### src/rtl/pm_router_pkg.sv
package pm_router_pkg;
    localparam int REG_W  = 16;
    localparam int ADDR_W = 2;
    localparam int NSRC   = 5;
    localparam int TYPE_W = 3;

    // source order: timer, global, power button, sleep button, rtc
    localparam int SRC_POS [NSRC] = '{0, 5, 8, 9, 10};
    localparam logic [NSRC-1:0] SCI_ONLY = 5'b00011;

    localparam logic [ADDR_W-1:0] ADR_STAT = 2'd0;
    localparam logic [ADDR_W-1:0] ADR_EN   = 2'd1;
    localparam logic [ADDR_W-1:0] ADR_CTRL = 2'd2;
    localparam logic [ADDR_W-1:0] ADR_FW   = 2'd3;

    localparam int CT_SEL   = 0;
    localparam int CT_BMR   = 1;
    localparam int CT_RLS   = 2;
    localparam int CT_TYP   = 10;
    localparam int CT_SLPEN = 13;

    localparam int FW_FLAG = 0;
    localparam int FW_ERR  = 1;

    typedef enum logic {REL_IDLE, REL_HELD} rel_state_t;
    typedef enum logic {SLP_IDLE, SLP_FIRE} slp_state_t;

    function automatic logic type_reserved(input logic [TYPE_W-1:0] t);
        return (t == 3'd2) || (t == 3'd3) || (t == 3'd4);
    endfunction
endpackage

### src/rtl/pm_status_regs.sv
module pm_status_regs
    import pm_router_pkg::*;
#(
    parameter int N = NSRC,
    parameter int W = REG_W
) (
    input  logic         clk,
    input  logic         rst_n,
    input  logic [N-1:0] ev,
    input  logic         wr_stat,
    input  logic         wr_en,
    input  logic [W-1:0] wdata,
    output logic [N-1:0] st_bits,
    output logic [N-1:0] en_bits,
    output logic [W-1:0] stat_word,
    output logic [W-1:0] en_word
);
    for (genvar g = 0; g < N; g++) begin : g_src
        always_ff @(posedge clk or negedge rst_n) begin
            if (!rst_n) begin
                st_bits[g] <= 1'b0;
                en_bits[g] <= 1'b0;
            end else begin
                if (ev[g]) begin
                    st_bits[g] <= 1'b1;
                end else if (wr_stat && wdata[SRC_POS[g]]) begin
                    st_bits[g] <= 1'b0;
                end
                if (wr_en) begin
                    en_bits[g] <= wdata[SRC_POS[g]];
                end
            end
        end
    end

    always_comb begin
        stat_word = '0;
        en_word   = '0;
        for (int i = 0; i < N; i++) begin
            stat_word[SRC_POS[i]] = st_bits[i];
            en_word[SRC_POS[i]]   = en_bits[i];
        end
    end
endmodule

### src/rtl/pm_int_route.sv
module pm_int_route
    import pm_router_pkg::*;
#(
    parameter int N = NSRC
) (
    input  logic [N-1:0] st_bits,
    input  logic [N-1:0] en_bits,
    input  logic         sel_sci,
    output logic         sci,
    output logic         smi
);
    logic [N-1:0] pend;
    logic         fixed_hit;
    logic         steer_hit;

    always_comb begin
        pend      = st_bits & en_bits;
        fixed_hit = |(pend & SCI_ONLY);
        steer_hit = |(pend & ~SCI_ONLY);
        sci       = fixed_hit | (sel_sci & steer_hit);
        smi       = ~sel_sci & steer_hit;
    end
endmodule

### src/rtl/pm_ctrl_fsm.sv
module pm_ctrl_fsm
    import pm_router_pkg::*;
#(
    parameter int W  = REG_W,
    parameter int TW = TYPE_W
) (
    input  logic          clk,
    input  logic          rst_n,
    input  logic          wr_ctrl,
    input  logic          wr_fw,
    input  logic [W-1:0]  wdata,
    output logic          sel_sci,
    output logic          bm_reload,
    output logic [TW-1:0] typ,
    output logic          rls,
    output logic          rsvd_err,
    output logic          sleep_req,
    output logic [TW-1:0] sleep_type
);
    rel_state_t    rel_q, rel_d;
    slp_state_t    slp_q, slp_d;
    logic [TW-1:0] wr_typ;
    logic          wr_sleep;
    logic          typ_bad;
    logic          fire_ok;

    assign wr_typ   = wdata[CT_TYP +: TW];
    assign wr_sleep = wr_ctrl && wdata[CT_SLPEN];
    assign typ_bad  = type_reserved(wr_typ);
    assign fire_ok  = wr_sleep && !typ_bad;

    // next-state logic
    always_comb begin
        rel_d = rel_q;
        unique case (rel_q)
            REL_IDLE: if (wr_ctrl && wdata[CT_RLS]) rel_d = REL_HELD;
            REL_HELD: if (wr_fw && wdata[FW_FLAG])  rel_d = REL_IDLE;
        endcase
        slp_d = slp_q;
        unique case (slp_q)
            SLP_IDLE: if (fire_ok) slp_d = SLP_FIRE;
            SLP_FIRE: slp_d = fire_ok ? SLP_FIRE : SLP_IDLE;
        endcase
    end

    // state register
    always_ff @(posedge clk or negedge rst_n) begin
        if (!rst_n) begin
            rel_q <= REL_IDLE;
            slp_q <= SLP_IDLE;
        end else begin
            rel_q <= rel_d;
            slp_q <= slp_d;
        end
    end

    // state outputs
    always_comb begin
        rls       = (rel_q == REL_HELD);
        sleep_req = (slp_q == SLP_FIRE);
    end

    // plain control fields and latched request payload
    always_ff @(posedge clk or negedge rst_n) begin
        if (!rst_n) begin
            sel_sci    <= 1'b0;
            bm_reload  <= 1'b0;
            typ        <= '0;
            sleep_type <= '0;
            rsvd_err   <= 1'b0;
        end else begin
            if (wr_ctrl) begin
                sel_sci   <= wdata[CT_SEL];
                bm_reload <= wdata[CT_BMR];
                typ       <= wr_typ;
            end
            if (fire_ok) begin
                sleep_type <= wr_typ;
            end
            if (wr_sleep && typ_bad) begin
                rsvd_err <= 1'b1;
            end else if (wr_fw && wdata[FW_ERR]) begin
                rsvd_err <= 1'b0;
            end
        end
    end
endmodule

### src/rtl/pm_event_router.sv
module pm_event_router
    import pm_router_pkg::*;
#(
    parameter int W  = REG_W,
    parameter int AW = ADDR_W,
    parameter int TW = TYPE_W
) (
    input  logic          clk,
    input  logic          rst_n,
    input  logic          io_wr,
    input  logic [AW-1:0] io_addr,
    input  logic [W-1:0]  io_wdata,
    output logic [W-1:0]  io_rdata,
    input  logic          ev_tmr,
    input  logic          ev_gbl,
    input  logic          ev_pwrbtn,
    input  logic          ev_slpbtn,
    input  logic          ev_rtc,
    output logic          sci,
    output logic          smi,
    output logic          bm_reload,
    output logic          fw_flag,
    output logic          rsvd_err,
    output logic          sleep_req,
    output logic [TW-1:0] sleep_type
);
    localparam int N = NSRC;

    logic [N-1:0]  ev_vec;
    logic [N-1:0]  st_bits, en_bits;
    logic [W-1:0]  stat_q, en_q;
    logic          sel_q, rls_q;
    logic [TW-1:0] typ_q;
    logic          wr_stat, wr_en, wr_ctrl, wr_fw;

    assign ev_vec  = {ev_rtc, ev_slpbtn, ev_pwrbtn, ev_gbl, ev_tmr};
    assign wr_stat = io_wr && (io_addr == ADR_STAT);
    assign wr_en   = io_wr && (io_addr == ADR_EN);
    assign wr_ctrl = io_wr && (io_addr == ADR_CTRL);
    assign wr_fw   = io_wr && (io_addr == ADR_FW);

    pm_status_regs #(.N(N), .W(W)) u_stat (
        .clk       (clk),
        .rst_n     (rst_n),
        .ev        (ev_vec),
        .wr_stat   (wr_stat),
        .wr_en     (wr_en),
        .wdata     (io_wdata),
        .st_bits   (st_bits),
        .en_bits   (en_bits),
        .stat_word (stat_q),
        .en_word   (en_q)
    );

    pm_int_route #(.N(N)) u_route (
        .st_bits (st_bits),
        .en_bits (en_bits),
        .sel_sci (sel_q),
        .sci     (sci),
        .smi     (smi)
    );

    pm_ctrl_fsm #(.W(W), .TW(TW)) u_ctrl (
        .clk        (clk),
        .rst_n      (rst_n),
        .wr_ctrl    (wr_ctrl),
        .wr_fw      (wr_fw),
        .wdata      (io_wdata),
        .sel_sci    (sel_q),
        .bm_reload  (bm_reload),
        .typ        (typ_q),
        .rls        (rls_q),
        .rsvd_err   (rsvd_err),
        .sleep_req  (sleep_req),
        .sleep_type (sleep_type)
    );

    assign fw_flag = rls_q;

    always_comb begin
        io_rdata = '0;
        unique case (io_addr)
            ADR_STAT: io_rdata = stat_q;
            ADR_EN:   io_rdata = en_q;
            ADR_CTRL: begin
                io_rdata[CT_SEL]       = sel_q;
                io_rdata[CT_BMR]       = bm_reload;
                io_rdata[CT_RLS]       = rls_q;
                io_rdata[CT_TYP +: TW] = typ_q;
            end
            ADR_FW: begin
                io_rdata[FW_FLAG] = rls_q;
                io_rdata[FW_ERR]  = rsvd_err;
            end
        endcase
    end
endmodule

### config.mk
export PLATFORM = sky130hd
export DESIGN_NAME = pm_event_router
export DESIGN_NICKNAME = d
export VERILOG_FILES = /design/src/rtl/pm_router_pkg.sv /design/src/rtl/pm_status_regs.sv /design/src/rtl/pm_int_route.sv /design/src/rtl/pm_ctrl_fsm.sv /design/src/rtl/pm_event_router.sv
export SDC_FILE = /design/constraint.sdc
export NUM_CORES = 1
export LEC_CHECK = 0
export BUFFER_PORTS_ARGS = -buffer_cell sky130_fd_sc_hd__buf_2
export CORE_ASPECT_RATIO = 1.5
export CORE_MARGIN = 4
export CORE_UTILIZATION = 45
export CTS_BUF_LIST = sky130_fd_sc_hd__clkbuf_4
export CTS_CLUSTER_SIZE = 12
export DETAILED_ROUTE_END_ITERATION = 10
export PLACE_DENSITY = 0.78
export SYNTH_ARGS = -nofsm -noshare
export SYNTH_HDL_FRONTEND = slang
export SYNTH_SLANG_ARGS = --single-unit
### constraint.sdc
create_clock -name clk -period 0.9 [get_ports clk]
set_input_delay 0.045 -clock clk [delete_from_list [all_inputs] [get_ports clk]]
set_output_delay 0.045 -clock clk [all_outputs]
set_load 0.05 [all_outputs]
Yosys cells after proc, flatten, opt, wreduce, memory -nomap -nowiden
Index checks and enable logic that the tools add are counted.
{"block": "totals", "register_bits": 21, "output_inout_bits": 25, "in_bits": 26}
{"block": "classes", "muxes": 20, "n_reduce_logical": 27, "n_bitwise": 6, "eq_ne": 6}
{"operator": "1-bit two-way mux", "count": 16}
{"operator": "1-bit logical AND", "count": 15}
{"operator": "7-bit case mux with 2 select lines", "count": 1}
{"operator": "2-bit nonzero test", "count": 6}
{"operator": "3-bit case mux with 3 select lines", "count": 1}
{"operator": "2-bit case mux with 4 select lines", "count": 1}
{"operator": "3-bit by 2-bit == test with 1-bit output, second input constant", "count": 2}
{"operator": "5-bit bitwise AND", "count": 1}
{"operator": "2-bit == test, second input constant", "count": 2}
{"operator": "3-bit == test, second input constant", "count": 1}
{"operator": "3-bit OR reduction", "count": 1}
{"operator": "1-bit bitwise AND", "count": 2}
{"operator": "2-bit by 1-bit == test with 1-bit output, second input constant", "count": 1}
{"operator": "2-bit zero test", "count": 1}
{"operator": "1-bit logical OR", "count": 2}
{"operator": "1-bit inverter", "count": 2}
{"operator": "1-bit case mux with 2 select lines", "count": 1}
{"operator": "2-bit OR reduction", "count": 1}
{"operator": "1-bit zero test", "count": 1}
{"operator": "1-bit bitwise OR", "count": 1}

Logic depth before layout (Yosys ltp)
{"block": "logic_depth", "word_depth": 6, "ltp_mapped": 4}

Modules after synthesis
A second synthesis with hierarchy kept.
{"block": "hier_totals", "cells_unflattened": 137, "area_unflattened_um2": 1458.9}
{"mod": "pm_status_regs", "area_per_inst_um2": 606.8, "instances": 1, "seq_area_each_um2": 250.2, "cells_each": 58}
{"mod": "pm_ctrl_fsm", "area_per_inst_um2": 474.2, "instances": 1, "seq_area_each_um2": 275.3, "cells_each": 34}
{"mod": "pm_event_router", "area_per_inst_um2": 347.8, "instances": 1, "seq_area_each_um2": 0.0, "cells_each": 40}
{"mod": "pm_int_route", "area_per_inst_um2": 30.0, "instances": 1, "seq_area_each_um2": 0.0, "cells_each": 5}

Worst setup path after synthesis
No wires, ideal clock.
{"block": "synth_path", "path_kind": "register -> output", "from": "register u_stat.st_bits[4]", "to": "output port sci", "required_ns": 0.855, "stages_incl_launch_ff": 3, "slack_ns": -0.693, "arrival_ns": 1.548, "n_path_buf": 0, "cell_sequence": "dfrtp_1 -> a222oi_1 -> o21ai_0"}
{"block": "synth_between", "elab_chain_cells": 4}
{"element": "from (decl)", "line": "pm_status_regs.sv:13", "rtl": "output logic [N-1:0] st_bits,"}
{"element": "from (signal, indexed assignment)", "line": "pm_status_regs.sv:21", "rtl": "st_bits[g] <= 1'b0;"}
{"element": "from (signal, indexed assignment)", "line": "pm_status_regs.sv:25", "rtl": "st_bits[g] <= 1'b1;"}
{"element": "from (signal, indexed assignment)", "line": "pm_status_regs.sv:27", "rtl": "st_bits[g] <= 1'b0;"}
{"element": "5-bit bitwise AND", "line": "pm_int_route.sv:17", "rtl": "pend = st_bits & en_bits;"}
{"element": "3-bit OR reduction", "line": "pm_int_route.sv:19", "rtl": "steer_hit = |(pend & ~SCI_ONLY);"}
{"element": "1-bit bitwise AND", "line": "pm_int_route.sv:20", "rtl": "sci = fixed_hit | (sel_sci & steer_hit);"}
{"element": "1-bit bitwise OR", "line": "pm_int_route.sv:20"}
{"element": "to (decl)", "line": "pm_event_router.sv:19", "rtl": "output logic sci,"}
No other way between the ends.

Final worst setup path
Same ends and word-level chain as after synthesis.

==> results_dict.tcl <==
set metrics [dict create \
    status "finished, violations left" \
    violations "setup timing" \
    hp-start "io_wdata[0]" \
    vias_per_cell 5.328 \
    synth_compound_area_frac 0.1155 \
    final_cell_mix "26 x buf_6, 20 x buf_4, 19 x buf_2" \
    numCtsBuffers 3 \
    cp-start-kind "register" \
    layout_commonest_cell "buf_6" \
    cp.required_ns 0.85 \
    synth.distinct_cells 31 \
    leakage_nw 0.9045 \
    start_util 0.4795 \
    clk_pin_slew_ns 0.12 \
    cts_buffer_depth 2 \
    grt_pass1_wl_mm 5.126 \
    clk_latency_ns 0.30 \
    synthSimpleGateAreaFrac 0.1501 \
    clock.fmax_ghz 0.6208 \
    antenna_cells 0 \
    synth_adder_area_share 0 \
    met3_usage 0.02895 \
    pre_cts_ws_ns -0.3493 \
    die_area_um2 3273 \
    worst-setup-path-type "register to output port" \
    coreArea_um2 2260 \
    synthesis.yosys.warnings 0 \
    grt_antenna_before_repair 0 \
    crit_buf_inv 2 \
    hp-class "input port to register" \
    fin_crit_sh 1.790 \
    critPathArrivalTime_ns 1.57 \
    fin_hold_ws_ns 0.03423 \
    htree_levels 1 \
    maxCapViolations 0 \
    ir_worst_vdd_v 0.001358 \
    synth_mux_area_frac 0.1709 \
    syn_area_um2 1084 \
    drv_slew 0 \
    cts.sinks 21 \
    grtUsageMet1 0.2254 \
    synth_top_cell_by_area "dfrtp_1" \
    drc 0 \
    use_met2 0.4255 \
    setup_tns_ns -4.776 \
    cp-end-kind "output port" \
    setup_slack_ns -0.7109 \
    routed_wl_mm 3.407 \
    finalSetupViolCount 18 \
    worstReg2RegStart "u_ctrl.rsvd_err" \
    grt.overflow.total 0 \
    synth.top_cell.area_share 0.4850 \
    drive_gt1_frac 0.6067 \
    dp_hpwl_mm 1.989 \
    cts_root_buffer "clkbuf_4" \
    syn2layout_area_growth_pct 77.71 \
    period_needed_ns 1.611 \
    routed-via-count 1071 \
    grt_max_degree 22 \
    first_pass_iters 4 \
    final_util 0.8522 \
    rows 21 \
    path_depth 4 \
    grt.busiest_layer "met2" \
    gp_congestion 0.7597 \
    portBuffers 37 \
    ioPinCount 51 \
    synth_cells 98 \
    hold_path_end "u_stat.en_bits[0]" \
    first_iter_violations 24 \
    grt_pass1_vias 1148 \
    synth-seq-area-share 0.4850 \
    slowest_delay_ns 0.43 \
    fp.dieW_um 48.07 \
    power_density_nw_per_um2 1616 \
    fp.dieH_um 68.10 \
    cp_top_family "compound AO/OA/AOI/OAI gates" \
    timing.rr.end "u_ctrl.rsvd_err" \
    reg2regPathDepth 3 \
    yosys-top-cells-area "dfrtp_1 48%, mux2_2 10%, buf_4 5.5%" \
    hold_viol 0 \
    syn_avg_cell_area_um2 11.06 \
    skew_ns 0 \
    synth_top_family_by_area "multiplexers" \
    synthXorXnorAreaFrac 0.008083 \
    rsz0062_at_grt "true" \
    wl_per_cell_um 16.95 \
    ys_ff_latch 21 \
    slowest_stage "a222oi_1" \
    min_path_cells 2 \
    critPathMaxFanout 2 \
    fin_nets 205 \
    place_area_um2 1490 \
    finalInstanceArea_um2 1926 \
    cts_tree "yes" \
    grtUsageTotal 0.2280 \
    r2r_setup_slack_ns -0.05 \
    ant_nets 0 \
    cp_cell_sequence "a222oi_1 -> buf_4 -> o21ai_2 -> buf_6" \
]
[metrics by stage]
stage | cells | power [mW]
finish | 201 | 3.111
floorplan | 104 | 1.903
CTS | 200 | 2.965
detailed placement | 180 | 2.240
global placement | 180 | 2.218
global route | 201 | 3.254
[worst reg2reg max path, stage by stage, from the launching register on]
cell	delay [ns]
dfrtp_2	0.45
buf_6	0.13
buf_6	0.10
a22o_1	0.17
[power by group]
group	switching, mW	internal (mW)	leakage (nW)
registers	0.100	1.07	0.230
logic	0.792	0.694	0.656
clock network	0.290	0.166	0.0177
total	1.18	1.93	0.905
[cells by family (layout without fill, tap and decap cells)]
logic type / Yosys count / after routing
xor gates and xnor gates: 1 / 1
buffers and inverters: 11 / 85
and+or+nand+nor: 29 / 29
other: 1 / 7
AOI/OAI and AO/OA: 19 / 19
DFF: 21 / 21
muxes: 16 / 16
[worst max-delay path by stage]
stage	end	slack [ns]	startpoint
after floorplan	io_rdata[0]	-0.31	u_ctrl.rls
after global placement	sci	-0.36	u_stat.en_bits[4]
after detailed placement	sci	-0.35	u_stat.en_bits[4]
after CTS	sci	-0.64	u_stat.st_bits[4]
after global routing	sci	-0.78	u_stat.st_bits[4]
final	sci	-0.71	u_stat.st_bits[4]
[registers in the layout (all words and copies together) (netlist names)]
signal,flops
u_stat.en_bits,5
u_stat.st_bits,5
u_ctrl.sleep_type,3
u_ctrl.typ,3
u_ctrl.bm_reload,1
u_ctrl.rls,1
u_ctrl.rsvd_err,1
u_ctrl.sel_sci,1
u_ctrl.sleep_req,1
[per-layer routing]
layer | share of wire | wire (um) | up-vias
met3 | 0.054 | 183 | 10
met4 | 0.033 | 112 | 0
met1 | 0.36 | 1220 | 524
li1 | - | - | 497
met2 | 0.56 | 1891 | 40
met5 | 0 | 0 | -
[cells in the mapped netlist]
cell and instances:
a21oi_1 3, nand2b_1 2, a31oi_1 1, nor2b_1 1, a22oi_1 1, o21ai_0 5, dfrtp_1 21, nand4b_1 1
buf_4 8, mux2i_1 5, o2bb2ai_1 1, nor2_1 5, and4b_1 1, nand2_2 1, a222oi_1 1, nand2_1 8
mux4_2 1, and2_1 3, buf_2 1, o22ai_1 1, a21o_1 5, a22o_1 1, nand3b_1 2, nand4_1 1
and2b_1 1, mux2_2 10, conb_1 1, nor3b_2 1, nand3_1 2, xor2_1 1, inv_1 2
[cell type report]
| class | instances | area, um^2 |
|---|---|---|
| clock buffers | 3 | 22.52 |
| clock inverters | 1 | 5.005 |
| fillers | 110 | 334.1 |
| inverters | 2 | 7.507 |
| multi-input cells | 72 | 631.9 |
| flip-flops and latches | 21 | 531.8 |
| well taps | 23 | 28.78 |
| repair buffers | 79 | 698.2 |
[repair_timing]
| action | CTS | global route |
|---|---|---|
| endpoints found under the hold margin | 30 | 0 |
| hold buffers | 10 | 0 |
| gates resized for setup | 52 | 22 |
| gates cloned | 0 | 0 |
| setup buffers | 7 | 6 |
| endpoints found under the setup margin | 18 | 28 |
| pin swaps | 4 | 3 |
(Power assumes the default switching activity.)
